**config.mk**
```make
export PLATFORM = sky130hd
export DESIGN_NAME = rg_arbiter
export DESIGN_NICKNAME = d
export VERILOG_FILES = /design/src/rtl/rg_pkg.sv /design/src/rtl/rg_rr_pick.sv /design/src/rtl/rg_timers.sv /design/src/rtl/rg_excl.sv /design/src/rtl/rg_arbiter.sv
export SDC_FILE = /design/constraint.sdc
export NUM_CORES = 1
export LEC_CHECK = 0
export BUFFER_PORTS_ARGS = -buffer_cell sky130_fd_sc_hd__buf_2
export CAP_MARGIN = 15
export CORE_MARGIN = 5
export CORE_UTILIZATION = 45
export DETAILED_ROUTE_END_ITERATION = 6
export HOLD_SLACK_MARGIN = 0.02
export MAX_ROUTING_LAYER = met4
export PLACE_DENSITY = 0.6
export SYNTH_ARGS = -nofsm -noshare
export SYNTH_HDL_FRONTEND = slang
export SYNTH_HIERARCHICAL = 1
export SYNTH_SLANG_ARGS = --single-unit
export TNS_END_PERCENT = 10
```
**constraint.sdc**
```tcl
create_clock -name clk -period 6.75 [get_ports clk]
set_input_delay 0.675 -clock clk [delete_from_list [all_inputs] [get_ports clk]]
set_output_delay 0.675 -clock clk [all_outputs]
set_load 0.02 [all_outputs]
```
**src/rtl/rg_pkg.sv**
```systemverilog
package rg_pkg;
  // Decision taken by the arbiter in one cycle
  typedef enum logic [1:0] {
    ACT_HOLD  = 2'd0,
    ACT_GRANT = 2'd1,
    ACT_DROP  = 2'd2
  } rg_act_e;

  // Width of the programmable preemption time
  localparam int PRE_W = 4;

  // Cycles a broken agent is skipped when hard exclusion is off
  localparam logic [1:0] SOFT_SKIP = 2'd2;
endpackage

```
**src/rtl/rg_rr_pick.sv**
```systemverilog
module rg_rr_pick #(
  parameter int NA = 5,
  localparam int IW = (NA > 1) ? $clog2(NA) : 1
) (
  input  logic [NA-1:0] mask,
  input  logic [IW-1:0] last,
  output logic [IW-1:0] pick,
  output logic          any
);
  always_comb begin
    int idx;
    logic found;
    pick  = last;
    found = 1'b0;
    any   = |mask;
    for (int k = 1; k <= NA; k++) begin
      idx = (int'(last) + k) % NA;
      if (!found && mask[idx]) begin
        pick  = IW'(idx);
        found = 1'b1;
      end
    end
  end
endmodule

```
**src/rtl/rg_timers.sv**
```systemverilog
module rg_timers import rg_pkg::*; #(
  parameter int IDLE_LIMIT = 16,
  parameter int PRE_SCALE  = 8
) (
  input  logic             clk,
  input  logic             rst_n,
  input  logic             gnt_on,
  input  logic             new_grant,
  input  logic             frame_n,
  input  logic             irdy_n,
  input  logic [PRE_W-1:0] pre_time,
  output logic             broken,
  output logic             expired
);
  localparam int ICW  = $clog2(IDLE_LIMIT + 2);
  localparam int PMAX = ((1 << PRE_W) - 1) * PRE_SCALE;
  localparam int PCW  = $clog2(PMAX + 1);

  logic [ICW-1:0] idle_cnt, idle_nxt;
  logic [PCW-1:0] pre_cnt, pre_nxt, pre_lim;
  logic           seen, seen_nxt;
  logic           frame_q, irdy_q;
  logic           bus_idle, start;

  always_comb begin
    bus_idle = frame_n && irdy_n;
    start    = gnt_on && !frame_n && frame_q && irdy_q;
    pre_lim  = PCW'(pre_time) * PCW'(PRE_SCALE);
    expired  = gnt_on && (pre_time != '0) && (pre_cnt >= pre_lim);
    broken   = gnt_on && !seen && bus_idle && (idle_cnt == ICW'(IDLE_LIMIT));

    idle_nxt = idle_cnt;
    pre_nxt  = pre_cnt;
    seen_nxt = seen;
    if (new_grant) begin
      idle_nxt = '0;
      pre_nxt  = '0;
      seen_nxt = 1'b0;
    end else if (gnt_on) begin
      if (pre_cnt < PCW'(PMAX)) pre_nxt = pre_cnt + 1'b1;
      if (start) seen_nxt = 1'b1;
      if (!seen && bus_idle && idle_cnt <= ICW'(IDLE_LIMIT))
        idle_nxt = idle_cnt + 1'b1;
    end
  end

  always_ff @(posedge clk or negedge rst_n) begin
    if (!rst_n) begin
      idle_cnt <= '0;
      pre_cnt  <= '0;
      seen     <= 1'b0;
      frame_q  <= 1'b1;
      irdy_q   <= 1'b1;
    end else begin
      idle_cnt <= idle_nxt;
      pre_cnt  <= pre_nxt;
      seen     <= seen_nxt;
      frame_q  <= frame_n;
      irdy_q   <= irdy_n;
    end
  end

  // a fresh grant starts with both counts cleared
  a_r13_idle_restart: assert property (@(posedge clk) disable iff (!rst_n)
    new_grant |=> !broken);
  a_r13_pre_restart: assert property (@(posedge clk) disable iff (!rst_n)
    new_grant |=> !expired);
endmodule

```
**src/rtl/rg_excl.sv**
```systemverilog
module rg_excl import rg_pkg::*; #(
  parameter int NA = 5,
  localparam int IW = (NA > 1) ? $clog2(NA) : 1
) (
  input  logic          clk,
  input  logic          rst_n,
  input  logic [NA-1:0] req_n,
  input  logic          broken,
  input  logic [IW-1:0] owner,
  input  logic          brk_en,
  output logic [NA-1:0] excl
);
  for (genvar i = 0; i < NA; i++) begin : g_agent
    logic       hard_q, hard_d;
    logic [1:0] soft_q, soft_d;
    logic       hit;

    always_comb begin
      hit    = broken && (owner == IW'(i));
      hard_d = hard_q;
      soft_d = soft_q;
      if (req_n[i])           hard_d = 1'b0;
      else if (hit && brk_en) hard_d = 1'b1;
      if (hit && !brk_en)      soft_d = SOFT_SKIP;
      else if (soft_q != 2'd0) soft_d = soft_q - 2'd1;
    end

    always_ff @(posedge clk or negedge rst_n) begin
      if (!rst_n) begin
        hard_q <= 1'b0;
        soft_q <= 2'd0;
      end else begin
        hard_q <= hard_d;
        soft_q <= soft_d;
      end
    end

    assign excl[i] = hard_q | (soft_q != 2'd0);

    // raising the request always ends hard exclusion
    a_r8_release_clears: assert property (@(posedge clk) disable iff (!rst_n)
      req_n[i] |=> !hard_q);
  end
endmodule

```
**src/rtl/rg_arbiter.sv**
```systemverilog
module rg_arbiter import rg_pkg::*; #(
  parameter int N_EXT      = 4,
  parameter int IDLE_LIMIT = 16,
  parameter int PRE_SCALE  = 8
) (
  input  logic             clk,
  input  logic             rst_n,
  input  logic [N_EXT:0]   req_n,
  input  logic             frame_n,
  input  logic             irdy_n,
  input  logic             cfg_brk_en,
  input  logic             cfg_auto_pre,
  input  logic             cfg_park_bridge,
  input  logic [PRE_W-1:0] cfg_pre_time,
  output logic [N_EXT:0]   gnt_n
);
  localparam int NA = N_EXT + 1;
  localparam int IW = (NA > 1) ? $clog2(NA) : 1;
  localparam logic [IW-1:0] BRIDGE = IW'(NA - 1);

  logic          gnt_on, nxt_on;
  logic [IW-1:0] owner, nxt_owner, tgt, pick;
  logic [NA-1:0] excl, req_eff, owner_oh, nxt_gnt_n;
  logic          any_req, others, owner_req, owner_raw;
  logic          broken, expired, new_grant;
  rg_act_e       act;

  rg_rr_pick #(.NA(NA)) u_pick (
    .mask (req_eff),
    .last (owner),
    .pick (pick),
    .any  (any_req)
  );

  rg_timers #(.IDLE_LIMIT(IDLE_LIMIT), .PRE_SCALE(PRE_SCALE)) u_timers (
    .clk       (clk),
    .rst_n     (rst_n),
    .gnt_on    (gnt_on),
    .new_grant (new_grant),
    .frame_n   (frame_n),
    .irdy_n    (irdy_n),
    .pre_time  (cfg_pre_time),
    .broken    (broken),
    .expired   (expired)
  );

  rg_excl #(.NA(NA)) u_excl (
    .clk    (clk),
    .rst_n  (rst_n),
    .req_n  (req_n),
    .broken (broken),
    .owner  (owner),
    .brk_en (cfg_brk_en),
    .excl   (excl)
  );

  // Decision for this cycle
  always_comb begin
    owner_oh  = NA'(1) << owner;
    req_eff   = ~req_n & ~excl;
    others    = |(req_eff & ~owner_oh);
    owner_req = |(req_eff & owner_oh);
    owner_raw = |(~req_n & owner_oh);
    act       = ACT_HOLD;
    tgt       = owner;
    if (!gnt_on) begin
      act = ACT_GRANT;
      if (any_req)              tgt = pick;
      else if (cfg_park_bridge) tgt = BRIDGE;
    end else if (cfg_auto_pre && (expired || broken)) begin
      act = ACT_DROP;
    end else if (others && (expired || broken || !owner_req)) begin
      act = ACT_GRANT;
      tgt = pick;
    end else if (!others && !owner_raw && cfg_park_bridge && owner != BRIDGE) begin
      act = ACT_GRANT;
      tgt = BRIDGE;
    end
  end

  assign new_grant = (act == ACT_GRANT);

  // Next state
  always_comb begin
    nxt_on    = gnt_on;
    nxt_owner = owner;
    case (act)
      ACT_GRANT: begin
        nxt_on    = 1'b1;
        nxt_owner = tgt;
      end
      ACT_DROP: nxt_on = 1'b0;
      default: ;
    endcase
    nxt_gnt_n = ~(nxt_on ? (NA'(1) << nxt_owner) : NA'(0));
  end

  always_ff @(posedge clk or negedge rst_n) begin
    if (!rst_n) begin
      gnt_on <= 1'b0;
      owner  <= BRIDGE;
      gnt_n  <= '1;
    end else begin
      gnt_on <= nxt_on;
      owner  <= nxt_owner;
      gnt_n  <= nxt_gnt_n;
    end
  end

  // never two grants at once
  a_r2_single_grant: assert property (@(posedge clk) disable iff (!rst_n)
    $onehot0(~gnt_n));
  // an all-high grant vector lasts one cycle only
  a_r11_one_cycle_gap: assert property (@(posedge clk) disable iff (!rst_n)
    (&gnt_n) |=> !(&gnt_n));
  // without automatic preemption a held grant is never withdrawn
  a_r10_no_withdraw: assert property (@(posedge clk) disable iff (!rst_n)
    (!cfg_auto_pre && !(&gnt_n)) |=> !(&gnt_n));
endmodule

```
* Word-level counts from Yosys, hierarchy flattened
Cells that the tools add are included.
Storage, ports and cells: flip-flop bits (word level) 39, input port bits 16, logic and storage cells 207
Operators by class: add/sub/neg operators 12, divide/modulo/power cells 5, $lt $le $gt $ge 8, equality and inequality tests 8, shift operators 2, mux-type cells 66, bitwise logic cells 13, reductions and logical operators 75
Operator list (count):
- $lt 32x5->1 const B | 5
- $mod 32x4->32 const B | 5
- $reduce_bool 2->1 | 19
- $mux 3 | 12
- $logic_and 1x1->1 | 35
- $mux 1 | 29
- $mux 2 | 12
- $mux 7 | 3
- $and 5x5->5 | 4
- $mux 5 | 4
- $not 5->5 | 4
- $reduce_or 5->1 | 4
- $bmux 1 s3 | 5
- $logic_not 1->1 | 10
- $shl 1x3->5 const A | 2
- $sub 2x1->2 const B | 5
- $add 3x2->4 const B | 2
- $add 3x3->4 const B | 2
- $add 7x1->7 const B | 1
- $ge 7x7->1 | 1
- $lt 7x7->1 const B | 1
- $eq 3x2->1 const B | 2
- $reduce_and 2->1 | 3
- $add 5x1->5 const B | 1
- other kinds (13) | 18

* Logic depth before layout (Yosys ltp)
word-level depth 27, depth in mapped cells 25, mapped depth without buffers 22

* Cells and area by module
Netlist, hierarchy kept.
Modules (own cells, without submodules):
- rg_rr_pick | instances 1, cells each 254, area an instance 1789.2 um^2, sequential area each 0.0 um^2
- rg_timers | instances 1, cells each 92, area an instance 923.4 um^2, sequential area each 377.9 um^2
- rg_excl | instances 1, cells each 79, area an instance 827.0 um^2, sequential area each 375.4 um^2
- rg_arbiter | instances 1, cells each 84, area an instance 760.7 um^2, sequential area each 232.7 um^2

* Least setup slack after synthesis
Ideal clock, no wire load.
path kind reg-to-reg, from register owner[0], to register gnt_n[4], library setup time 94 ps, arrival 5928 ps, path slack 728 ps, stages on the path, launching flop included 25, path buffers 4, cells stage by stage dfrtp_1 buf_2 buf_2 clkbuf_1 inv_1 ha_1 buf_2 xnor2_1 o211a_1 a21oi_1 ha_1 inv_1 nand4_1 a21oi_1 a221oi_1 mux2_2 a221oi_1 or4b_4 a21boi_1 a22oi_2 inv_1 a41o_1 a21oi_1 o31a_1 or4b_1
On the way: word-level cells in the longest chain between the ends 25
Ends and longest elaborated chain:
- start, declared | RTL line rg_arbiter.sv:22 | logic [IW-1:0] owner, nxt_owner, tgt, pick;
- start signal, assigned | RTL line rg_arbiter.sv:105 | owner <= nxt_owner;
- $add 3x1->4 | RTL line rg_rr_pick.sv:17 | idx = (int'(last) + k) % NA;
- $mod 32x4->32 | RTL line rg_rr_pick.sv:17
- $bmux 1 s3 | RTL line rg_rr_pick.sv:18 | if (!found && mask[idx]) begin
- $mux 1 (not written as such) (2 in a row) | RTL line rg_rr_pick.sv:18
- $mux 1 | RTL line rg_rr_pick.sv:18
- $logic_not 1->1 | RTL line rg_rr_pick.sv:18
- $logic_and 1x1->1 | RTL line rg_rr_pick.sv:18
- $mux 1 | RTL line rg_rr_pick.sv:18
- (+9 left out)
- via pick[2] | RTL line rg_arbiter.sv:22
- (+1 left out)
- $mux 3 | RTL line rg_arbiter.sv:70 | end else if (cfg_auto_pre && (expired || broken)) begin
- $mux 3 (*) | RTL line rg_arbiter.sv:66 | if (!gnt_on) begin
- $mux 3 (*) | RTL line rg_arbiter.sv:87 | case (act)
- via nxt_owner[2] | RTL line rg_arbiter.sv:22
- $shl 1x3->5 (*) | RTL line rg_arbiter.sv:95 | nxt_gnt_n = ~(nxt_on ? (NA'(1) << nxt_owner) : NA'(0));
- $mux 5 (*) | RTL line rg_arbiter.sv:95
- $not 5->5 (*) | RTL line rg_arbiter.sv:95
- via nxt_gnt_n[4] | RTL line rg_arbiter.sv:23 | logic [NA-1:0] excl, req_eff, owner_oh, nxt_gnt_n;
- end signal, assigned | RTL line rg_arbiter.sv:106 | gnt_n <= nxt_gnt_n;
- end, declared | RTL line rg_arbiter.sv:15 | output logic [N_EXT:0] gnt_n
The timed path passes the listed nets; every way through them passes the cells marked *. The select of a mux whose other input is x is not followed. A chain may end at the register's enable or synchronous reset.

* Worst setup path in the final report
from register owner[1], to register gnt_n[4]
The elaborated chain is that of the path after synthesis.

==> qor.txt <==
largest cells by area after synthesis - dfrtp_1 (18%), ha_1 (11%), dfstp_2 (4.9%)
Initial Util - 46.32%
post-cts sizing count - 0
Worst Path Required - 6960 ps
Syn Area/Cell - 8.449 um^2
DP HPWL - 7702 um
TNS Setup - 0 ps
DR WL/cell - 16.33 um
Synth Cell Area - 4300 um^2
DR vias - 3863
worst clock skew - 5.422 ps
post-synthesis register bit count - 39
# hold bufs at CTS - 0
DRT iter0 DRCs - 250
Post-synth EDFFs - 0
Clock Sinks - 39
Routed Wire Length - 10600 um
first-pass GRT wire length - 17840 um
TritonCTS Buffers - 5
CTS tree - done
CORE AREA - 9284 um^2
initial antenna violation count - 0
Worst slew margin - 27.91%
Mapped Cells - 509
Synth top area share - 18.04%
Via-to-Cell Ratio - 5.952
Hold/Removal Path Class - in2async
H-tree levels - 2
ys async rst share - 100.0%
Final Hold Fails - 0
share of layout cells above drive strength 1 - 15.96%
Slew @ Worst Pin - 1077 ps
grt ovf - 0
Yosys cell types - 91
startpoint types - flop
Max Root-Sink Buffers - 2
Syn Nets - 563
commonest non-fill, non-tap cells in the layout - inv_1 (47), nand2_1 (40), ha_1 (38)
Die Span X - 107.8 um
endpoints failing setup - 0
f_max - 0.1622 GHz
Top Ports - 21
vias in the first global route - 3791
ant diodes - 0
CTS Root Cell - clkbuf_8
Setup CP Type - reg2reg
Synth-to-Final Area Change - 7.361%
Period Utilization, post-route - 91.33%
FP Rows - 35
Hold WS - 493.9 ps
setup bufs post-CTS - 0
number of remaining DRC errors - 0
Slew Viols, Final - 0
most common cell after layout, fill and taps aside - inv_1
cell taking the most area after synthesis - dfrtp_1
outcome - finished clean
Worst Path Arrival - 6380 ps
Clock Latency Late Sink - 290 ps
Max-Cap Viols - 0
largest net degree at the start of global routing - 40
sequential area share after synthesis - 22.93%
Reg clk slew, reported paths - 80 ps
top_reg_cell synth - dfrtp_1
die height - 107.8 um
RSZ-0062 raised after global routing - false
worst-path maximum fanout - 25
die area - 11610 um^2
DRT Pass-1 Iters - 4
min Tclk post-route - 6165 ps
Crit. End Element - flop
Nets - 573
GRT Total Usage - 19.10%
Final Wtd Congestion - 0.8738
# port buffers - 20
antenna viol nets, final - 0
synthesis warning total - 6
[cell usage after synthesis (6+ instances only)]
master and count:
o22ai_1 10, a31oi_1 8, a21oi_1 31, nand3b_1 9
nand3_1 11, mux2i_1 9, clkbuf_1 13, nand2_1 40
dfstp_2 8, ha_1 38, nor3_1 8, a21o_1 7
nand2b_1 8, o21ai_0 23, inv_1 47, dfrtp_1 31
xnor2_1 11, mux2_2 6, nor2_1 30
[layer usage]
metal  vias to the layer above  track usage (%)  wire length (um)
li1                       1924                -                 -
met1                      1845            25.69              5049
met4                         0            4.599               140
met5                         -                -                 0
met2                        84            30.24              4954
met3                        10            2.999               458
[stage by stage]
stage          instance area [um^2]  instances  worst slack [ps]  util (%)
2_1_floorplan                  4300        509             727.5         -
3_3_place_gp                   4499        641             810.4     48.46
3_5_place_dp                   4499        641             666.9     48.46
4_1_cts                        4617        649             639.2     49.73
5_1_grt                        4617        649             92.74     49.73
6_report                       4617        649             585.3     49.73
[kinds of logic (layout without fill, tap and decap cells)]
| group | Yosys count | after routing | share of synthesized area [%] |
|---|---|---|---|
| DFF | 39 | 39 | 22.93 |
| xor gates and xnor gates | 17 | 17 | 3.637 |
| muxes | 21 | 21 | 6.372 |
| buffers and inverters | 72 | 83 | 6.779 |
| adders and majority gates | 38 | 38 | 11.06 |
| and+or+nand+nor | 165 | 165 | 22.03 |
| AOI/OAI and AO/OA | 157 | 157 | 27.20 |
[worst paths after layout]
path | startpoint | endpoint | slack (ps) | cells past startpoint
setup / recovery | owner[1] | gnt_n[4] | 590 | 21
hold / removal | rst_n | u_timers/pre_cnt[0] | 490 | 1
setup reg to reg | owner[1] | gnt_n[4] | 590 | 21
hold reg to reg | u_excl/g_agent[0].soft_q[1] | u_excl/g_agent[0].soft_q[1] | 500 | 2
max in group asynchronous | rst_n | u_excl/g_agent[1].soft_q[0] | 5680 | 1
min in group clk | u_excl/g_agent[0].soft_q[1] | u_excl/g_agent[0].soft_q[1] | 500 | 2
[critical path: stages, from the launching register on]
cell and delay [ps]:
dfrtp_1 420, buf_4 230, ha_1 400, a21oi_1 350, inv_1 180, o211a_1 160, a21oi_1 250, ha_1 270
inv_1 70, nand4_1 70, a21oi_1 70, a221oi_1 420, mux2_2 390, a221oi_1 690, or4b_4 560, a21boi_1 160
a22oi_2 230, inv_1 80, a41o_1 240, a21oi_1 180, o31a_1 200, or4b_1 450
[flip-flops by register name (all words and copies together), names as in the netlist]
register               cells
u_timers/pre_cnt           7
u_timers/irdy_q            1
u_excl/g_agent.hard_q      5
u_timers/idle_cnt          5
gnt_n                      5
u_timers/seen              1
owner                      3
u_timers/frame_q           1
u_excl/g_agent.soft_q     10
gnt_on                     1
[final cells by class]
type	instances	area, um^2
flip-flops and latches	39	985.9
repair buffers	26	145.1
well taps	129	161.4
multi-input cells	398	3023
clock buffers	6	82.58
fillers	921	4667
inverters	49	183.9
clock inverters	2	35.03
Power is not shown: default switching activity piles up to over one toggle a cycle in this logic, so the estimate is an artifact.
